## config.mk

```make
export PLATFORM = sky130hd
export DESIGN_NAME = disp_irq_reg
export DESIGN_NICKNAME = d
export VERILOG_FILES = /design/src/rtl/disp_irq_pkg.sv /design/src/rtl/disp_irq_flag.sv /design/src/rtl/disp_irq_enables.sv /design/src/rtl/disp_irq_line.sv /design/src/rtl/disp_irq_reg.sv
export SDC_FILE = /design/constraint.sdc
export NUM_CORES = 1
export LEC_CHECK = 0
export ABC_AREA = 1
export CAP_MARGIN = 15
export CORE_AREA = 2 2 58 60
export DETAILED_ROUTE_END_ITERATION = 10
export DIE_AREA = 0 0 60 62
export GPL_ROUTABILITY_DRIVEN = 0
export MAX_ROUTING_LAYER = met4
export PLACE_DENSITY = 0.82
export RECOVER_POWER = 25
export SLEW_MARGIN = 20
export SYNTH_ARGS = -nofsm -noshare
export SYNTH_HDL_FRONTEND = slang
export SYNTH_HIERARCHICAL = 1
export SYNTH_SLANG_ARGS = --single-unit
```

## constraint.sdc

```tcl
create_clock -name clk -period 1.75 [get_ports clk]
set_clock_uncertainty 0.2 [all_clocks]
set_input_delay 0.35 -clock clk [delete_from_list [all_inputs] [get_ports clk]]
set_output_delay 0.35 -clock clk [all_outputs]
set_load 0.03 [all_outputs]
```

## src/rtl/disp_irq_pkg.sv

```systemverilog
package disp_irq_pkg;

  // Next value of one event flag: an event always sets it, and a write with
  // a zero in the flag position clears it.
  function automatic logic flag_next(input logic cur, input logic ev,
                                     input logic wr, input logic wbit);
    logic clr;
    clr = wr & ~wbit;
    return ev | (cur & ~clr);
  endfunction

  // Any flag that is both pending and enabled.
  function automatic logic any_armed(input logic [7:0] flags,
                                     input logic [7:0] enables);
    return |(flags & enables);
  endfunction

endpackage

```

## src/rtl/disp_irq_flag.sv

```systemverilog
module disp_irq_flag (
  input  logic clk,
  input  logic rst_n,
  input  logic ev_i,
  input  logic wr_en_i,
  input  logic wr_bit_i,
  output logic flag_o
);
  import disp_irq_pkg::*;

  always_ff @(posedge clk) begin
    if (!rst_n) flag_o <= 1'b0;
    else        flag_o <= flag_next(flag_o, ev_i, wr_en_i, wr_bit_i);
  end
endmodule

```

## src/rtl/disp_irq_enables.sv

```systemverilog
module disp_irq_enables #(
  parameter int N_EV = 3
) (
  input  logic            clk,
  input  logic            rst_n,
  input  logic            wr_en_i,
  input  logic [N_EV-1:0] wr_en_bits_i,
  output logic [N_EV-1:0] en_o
);
  always_ff @(posedge clk) begin
    if (!rst_n)       en_o <= '0;
    else if (wr_en_i) en_o <= wr_en_bits_i;
  end
endmodule

```

## src/rtl/disp_irq_line.sv

```systemverilog
module disp_irq_line #(
  parameter int N_EV = 3
) (
  input  logic            clk,
  input  logic            rst_n,
  input  logic [N_EV-1:0] flags_i,
  input  logic [N_EV-1:0] en_i,
  output logic            armed_o,
  output logic            irq_o
);
  import disp_irq_pkg::*;

  logic [7:0] flags_w, en_w;

  always_comb begin
    flags_w = '0;
    en_w    = '0;
    flags_w[N_EV-1:0] = flags_i;
    en_w[N_EV-1:0]    = en_i;
    armed_o = any_armed(flags_w, en_w);
  end

  always_ff @(posedge clk) begin
    if (!rst_n) irq_o <= 1'b0;
    else        irq_o <= armed_o;
  end
endmodule

```

## src/rtl/disp_irq_reg.sv

```systemverilog
module disp_irq_reg #(
  parameter int DATA_W  = 32,
  parameter int N_EV    = 3,
  parameter int EN_LSB  = 8,
  parameter int SRC_POS = 10
) (
  input  logic              clk,
  input  logic              rst_n,
  input  logic              wr_en_i,
  input  logic [DATA_W-1:0] wr_data_i,
  input  logic              ev_frame_start_i,
  input  logic              ev_vsync_start_i,
  input  logic              ev_vsync_end_i,
  input  logic              ev_from_sub_i,
  output logic [DATA_W-1:0] int_word_o,
  output logic [DATA_W-1:0] stat_word_o,
  output logic              irq_o
);
  localparam int FS_IDX = N_EV - 1;

  // Named internal events, visible to the checker.
  logic [N_EV-1:0] ev_vec;
  logic [N_EV-1:0] flag_vec;
  logic [N_EV-1:0] en_vec;
  logic            armed;
  logic            src_sub_q;
  logic            unused_wr_bits;

  // Flag order: bit 0 vsync end, bit 1 vsync start, top bit frame start.
  always_comb begin
    ev_vec         = '0;
    ev_vec[0]      = ev_vsync_end_i;
    ev_vec[1]      = ev_vsync_start_i;
    ev_vec[FS_IDX] = ev_frame_start_i;
  end

  generate
    for (genvar i = 0; i < N_EV; i++) begin : g_flag
      disp_irq_flag u_flag (
        .clk      (clk),
        .rst_n    (rst_n),
        .ev_i     (ev_vec[i]),
        .wr_en_i  (wr_en_i),
        .wr_bit_i (wr_data_i[i]),
        .flag_o   (flag_vec[i])
      );
    end
  endgenerate

  disp_irq_enables #(.N_EV(N_EV)) u_en (
    .clk          (clk),
    .rst_n        (rst_n),
    .wr_en_i      (wr_en_i),
    .wr_en_bits_i (wr_data_i[EN_LSB +: N_EV]),
    .en_o         (en_vec)
  );

  disp_irq_line #(.N_EV(N_EV)) u_line (
    .clk     (clk),
    .rst_n   (rst_n),
    .flags_i (flag_vec),
    .en_i    (en_vec),
    .armed_o (armed),
    .irq_o   (irq_o)
  );

  // Panel that produced the latest frame-start event.
  always_ff @(posedge clk) begin
    if (!rst_n)                src_sub_q <= 1'b0;
    else if (ev_frame_start_i) src_sub_q <= ev_from_sub_i;
  end

  always_comb begin
    int_word_o                    = '0;
    int_word_o[N_EV-1:0]          = flag_vec;
    int_word_o[EN_LSB +: N_EV]    = en_vec;
    stat_word_o                   = '0;
    stat_word_o[SRC_POS]          = src_sub_q;
  end

  assign unused_wr_bits = ^{wr_data_i, armed};
endmodule

```

==> flow_metrics.py, run 1 <==
metrics = {
    "place": {
        "port_buffers": 20,
        "hpwlAfterDp_um": 970,
    },
    "detailed_routing": {
        "ant_nets": 0,
        "wl_per_cell_um": 6.33,
        "routed_wl_mm": 1.13,
        "firstDrtPassIters": 2,
        "avgViaCountPerCell": 2.79,
        "drc_errors": 0,
        "first_iter_violations": 1,
        "vias": 497,
    },
    "power_and_ir_drop": {
        "p_per_area_mw_per_mm2": 729,
        "power_leakage_nw": 0.516,
        "peakVddDrop_mv": 0.293,
    },
    "yosys": {
        "synth_xor_area_share_pct": 0,
        "yosysWarnings": 6,
        "syn-instance-count": 111,
        "synthSimpleGateAreaFrac_pct": 14.2,
        "yosysSeqAreaShare_pct": 20.3,
        "yosys_register_bits": 8,
        "synth.distinct_cells": 10,
        "synth_area_um2": 791,
        "synth_compound_area_share_pct": 3.32,
        "synth_area_per_cell_um2": 7.12,
        "muxShareOfSynthArea_pct": 0,
        "synth_top_family_by_area": "buffers and inverters",
        "synthAdderAreaFrac_pct": 0,
    },
    "setup_path": {
        "cp_slowest_cell": "dlygate4sd2_1",
        "r2r-start": "g_flag[0].u_flag/flag_o$_SDFF_PN0_",
        "cp_max_fo": 3,
        "rr_worst_depth": 4,
        "critPathKind": "reg2out",
        "critical_path_required_ns": 1.20,
        "worstSetupEndpointType": "output port",
        "cp.arrival_ns": 1.03,
        "crit_path_start_kind": "flip-flop",
        "cpLargestDelayFamily": "buffers and inverters",
        "timing.rr.end": "u_line/irq_o$_SDFF_PN0_",
        "ff2ff_setup_slack_ns": 0.89,
        "crit_chain": "dlygate4sd2_1",
        "crit_buf_inv": 1,
        "slowest_delay_ns": 0.42,
    },
    "die": {
        "dieHeight_um": 62,
        "start_util_pct": 24.9,
        "rows": 21,
        "die_area_mm2": 0.00372,
        "coreArea_mm2": 0.00318,
        "io_pins": 104,
        "die_w_um": 60,
    },
    "sta": {
        "rsz0062_at_grt": "false",
        "fmax_ghz": 0.632,
        "slew_viol_final": 0,
        "period_share_pct": 90.4,
        "setup_viol": 0,
        "finalCriticalPeriod_ns": 1.58,
        "hold_viol_final": 0,
        "fin_tns_setup_ns": 0,
    },
    "cells_and_area": {
        "area_growth_pct": 5.70,
        "fin_nets": 173,
        "final_core_util_pct": 26.3,
        "diodes": 0,
        "drive_above_1_share_pct": 6.82,
    },
    "grt": {
        "grt_pass1_wl_mm": 1.82,
        "grt_max_degree": 10,
        "gr-total-overflow": 0,
        "grt_antenna_before_repair": 0,
        "use_met3_pct": 1.24,
        "grt_pass1_vias": 429,
        "grt.busiest_layer": "met2",
        "gr-usage-met1_pct": 6.75,
        "met2_usage_pct": 12.4,
        "gr-usage-all-layers_pct": 7.05,
    },
    "clock_network": {
        "cts-buffers-inserted": 3,
        "clockBufferDepth": 2,
        "cts-root-buf": "clkbuf_4",
        "cts_tree": "built",
        "cts_setup_buffers": 0,
        "hold_buffers": 0,
        "clkTransAtPathRegs_ns": 0.06,
        "cts_sinks": 8,
        "clk_latency_ns": 0.25,
        "cts-htree-levels": 1,
    },
    "worst_hold_path": {
        "hold_depth": 2,
        "min_path_type": "reg2reg",
        "min_to": "g_flag[1].u_flag/flag_o$_SDFF_PN0_",
        "holdCritStartpoint": "g_flag[1].u_flag/flag_o$_SDFF_PN0_",
    },
    "flow_run": {
        "max_cap_violations": 0,
    },
    "status": {
        "outcome": "complete, no violations",
    },
}
report_power, final:
part,internal (mW),switching [mW],total [mW]
combinational,0.0470,0.217,0.264
clock,0.0786,0.0641,0.143
sequential,0.195,0.00827,0.203
total,0.321,0.289,0.610
layer usage:
layer,wire (µm),part of all wire [%],vias to the layer above
met1,416,37,199
met2,575,51,45
met4,8,0.71,0
met5,0,0,-
li1,-,-,251
met3,127,11,2
stage by stage:
| step | setup WS [ns] | power [mW] | hold slack (ns) | instances | area, µm² |
|---|---|---|---|---|---|
| after global routing | 0.105 | 0.655 | 0.307 | 178 | 836 |
| final | 0.168 | 0.610 | 0.285 | 178 | 836 |
| after floorplan | 0.696 | 0.519 | 0.248 | 167 | 1000 |
| after detailed placement | 0.156 | 0.480 | 0.278 | 175 | 823 |
| after global placement | 0.169 | 0.477 | 0.272 | 175 | 823 |
| after CTS | 0.144 | 0.622 | 0.285 | 178 | 836 |
area by class of cell:
| cell class | instances | area, µm² |
|---|---|---|
| tap | 46 | 57.6 |
| timing repair buffer | 20 | 190 |
| fill | 376 | 2340 |
| multi-input combinational | 87 | 353 |
| inverter | 14 | 52.6 |
| sequential | 8 | 160 |
| clock buffer | 3 | 22.5 |
placed cells by master (no fill, tap or decap):
cell and instances:
conb_1 57, nor2_1 7, dlygate4sd3_1 2, nand3_2 1
nand2_1 17, inv_1 14, nand2_2 1, clkdlybuf4s50_1 10
clkbuf_4 3, dfxtp_1 8, nor2_2 1, dlygate4sd2_1 8
a21oi_2 3
how the worst max path moves through the flow:
stage / start / endpoint / slack, ns / cells after the start
3_3_place_gp: g_flag[2].u_flag/flag_o$_SDFF_PN0_ / int_word_o[2] / 0.17 / 1
4_1_cts: g_flag[2].u_flag/flag_o$_SDFF_PN0_ / int_word_o[2] / 0.14 / 1
2_1_floorplan: u_en/en_o[2]$_SDFFE_PN0P_ / int_word_o[10] / 0.70 / 0
6_report: g_flag[2].u_flag/flag_o$_SDFF_PN0_ / int_word_o[2] / 0.17 / 1
5_1_grt: g_flag[2].u_flag/flag_o$_SDFF_PN0_ / int_word_o[2] / 0.10 / 1
3_5_place_dp: u_en/en_o[0]$_SDFFE_PN0P_ / int_word_o[8] / 0.16 / 1
cell families after synthesis:
family                 Yosys count
AOI/OAI and AO/OA                3
buffers and inverters           72
DFF                              8
other                            1
and+or+nand+nor                 27
worst register-to-register path, delay by kind of cell (launching register included):
family                 cells  cell delay [ns]
flip-flops                 1             0.32
buffers and inverters      1             0.04
AND/OR/NAND/NOR            3             0.20
timing repair:
action	CTS	global route
setup endpoints to repair	8	0
endpoints found under the hold margin	0	0
gates resized for setup	8	0
state kept, by name (all words and copies together), names as in the netlist:
signal                cells
g_flag.u_flag/flag_o      3
u_en/en_o                 3
src_sub_q                 1
u_line/irq_o              1
Yosys cell counts:
| library cell | count | share of area (%) |
|---|---|---|
| a21oi_2 | 3 | 3.3 |
| buf_4 | 58 | 55 |
| conb_1 | 1 | 0.47 |
| dfxtp_1 | 8 | 20 |
| inv_1 | 14 | 6.6 |
| nand2_1 | 17 | 8.1 |
| nand2_2 | 1 | 0.79 |
| nand3_2 | 1 | 1.3 |
| nor2_1 | 7 | 3.3 |
| nor2_2 | 1 | 0.79 |
(Power assumes the default switching activity.)
==> run 2: changes to the inputs <==
--- a/config.mk
+++ b/config.mk
@@ -12,7 +12,7 @@
 export DIE_AREA = 0 0 60 62
 export GPL_ROUTABILITY_DRIVEN = 0
 export MAX_ROUTING_LAYER = met4
-export PLACE_DENSITY = 0.82
+export PLACE_DENSITY_LB_ADDON = 0.05
 export RECOVER_POWER = 25
 export SLEW_MARGIN = 20
 export SYNTH_ARGS = -nofsm -noshare
==> run 2 against run 1 <==
  * Hold slack got worse by 0.0043 ns
  * Setup slack got worse by 0.0034 ns
  * Via count rose by 0.20%
  * Clock power fell by 5%
  * Sequential power barely moved
  * Core utilization did not move
  * Register-to-register slack barely moved
  * Non-clock buffer count did not move
  * Combinational power barely moved
  * Cell count did not move
  * Global-route usage fell by 0.90 points
  * Critical path depth did not move
  * Critical endpoint unchanged
==> flow_metrics.py, run 2 (synthesis results as in run 1) <==
metrics = {
    "sta": {
        "fin_tns_setup_ns": 0,
        "whs_ns": 0.281,
        "finalCriticalPeriod_ns": 1.59,
        "period_share_pct": 90.6,
        "setup_slack_ns": 0.165,
        "rsz0062_at_grt": "false",
        "fmax_ghz": 0.631,
        "slew_viol_final": 0,
        "setup_viol": 0,
        "hold_viol_final": 0,
    },
    "cells_and_area": {
        "diodes": 0,
        "top_regs": "g_flag.u_flag/flag_o (3), u_en/en_o (3)",
        "drive_above_1_share_pct": 6.82,
        "layout_common_cells": "conb_1, nand2_1, inv_1",
        "final_common_cell": "conb_1",
        "area_growth_pct": 5.70,
        "fin_nets": 173,
    },
    "setup_path": {
        "cpLargestDelayFamily": "buffers and inverters",
        "critical_path_required_ns": 1.20,
        "cp.arrival_ns": 1.04,
        "critPathKind": "reg2out",
        "worstSetupEndpointType": "output port",
        "crit_buf_inv": 1,
        "crit_chain": "dlygate4sd2_1",
        "cp_max_fo": 3,
        "crit_path_start_kind": "flip-flop",
        "cp_slowest_cell": "dlygate4sd2_1",
        "slowest_delay_ns": 0.42,
    },
    "clock_network": {
        "cts_sinks": 8,
        "cts-buffers-inserted": 3,
        "cts-htree-levels": 1,
        "cts_tree": "built",
        "cts_setup_buffers": 0,
        "clockBufferDepth": 2,
        "cts-root-buf": "clkbuf_4",
        "clk_latency_ns": 0.25,
        "clkTransAtPathRegs_ns": 0.05,
    },
    "detailed_routing": {
        "routed_wl_mm": 1.04,
        "vias": 498,
        "ant_nets": 0,
        "drc_errors": 0,
        "first_iter_violations": 0,
        "firstDrtPassIters": 1,
        "avgViaCountPerCell": 2.80,
        "wl_per_cell_um": 5.86,
    },
    "die": {
        "start_util_pct": 24.9,
        "coreArea_mm2": 0.00318,
        "die_w_um": 60,
        "die_area_mm2": 0.00372,
        "rows": 21,
        "dieHeight_um": 62,
        "io_pins": 104,
    },
    "grt": {
        "gr-usage-all-layers_pct": 6.15,
        "grt_pass1_vias": 356,
        "gr-total-overflow": 0,
        "grt_antenna_before_repair": 0,
        "grt_pass1_wl_mm": 1.51,
        "grt_max_degree": 10,
    },
    "flow_run": {
        "max_cap_violations": 0,
    },
    "place": {
        "dp_slack_ns": 0.145,
        "hpwlAfterDp_um": 912,
        "port_buffers": 20,
    },
    "status": {
        "outcome": "complete, no violations",
    },
    "worst_hold_path": {
        "min_path_type": "reg2reg",
    },
    "power_and_ir_drop": {
        "peakVddDrop_mv": 0.180,
        "power_leakage_nw": 0.516,
        "fin_total_pwr_mw": 0.603,
        "p_per_area_mw_per_mm2": 721,
    },
}
==> run 2: cell counts in the layout (fill, tap and decap cells not counted) <==
No cell type changed its count.
==> run 2: power breakdown <==
part | switching (mW) | internal, mW
combinational | 0.216 | 0.0469
sequential | 0.00835 | 0.195
clock | 0.0582 | 0.0782
total | 0.282 | 0.320
==> run 2: stage by stage <==
stage	cells	cell area (µm²)	util (%)
2_1_floorplan	167	1000	-
3_3_place_gp	175	823	25.9
3_5_place_dp	175	823	25.9
4_1_cts	178	836	26.3
5_1_grt	178	836	26.3
6_report	178	836	26.3
==> run 2: final cells by class <==
class,count,area [µm²]
timing repair buffer,20,190
inverter,14,52.6
multi-input combinational,87,353
tap,46,57.6
sequential,8,160
fill,365,2340
clock buffer,3,22.5
==> run 2: path summary, 6_finish.rpt <==
path,from,to,slack (ns),cells past startpoint
hold / removal,g_flag[0].u_flag/flag_o$_SDFF_PN0_,g_flag[0].u_flag/flag_o$_SDFF_PN0_,0.28,2
setup reg to reg,g_flag[1].u_flag/flag_o$_SDFF_PN0_,u_line/irq_o$_SDFF_PN0_,0.89,4
setup / recovery,g_flag[2].u_flag/flag_o$_SDFF_PN0_,int_word_o[2],0.16,1
hold reg to reg,g_flag[0].u_flag/flag_o$_SDFF_PN0_,g_flag[0].u_flag/flag_o$_SDFF_PN0_,0.28,2
==> run 2: routing by layer <==
metal	up-vias	routed length, µm	global-route usage, %
met3	2	139	3.31
met5	-	0	-
li1	253	-	-
met4	0	8	4.76
met1	200	412	6.72
met2	43	483	8.23
==> run 2: timing repair <==
item | 4_1_cts | 5_1_grt
setup endpoints to repair | 8 | 0
hold buffers | 0 | 0
resized for setup | 8 | 0
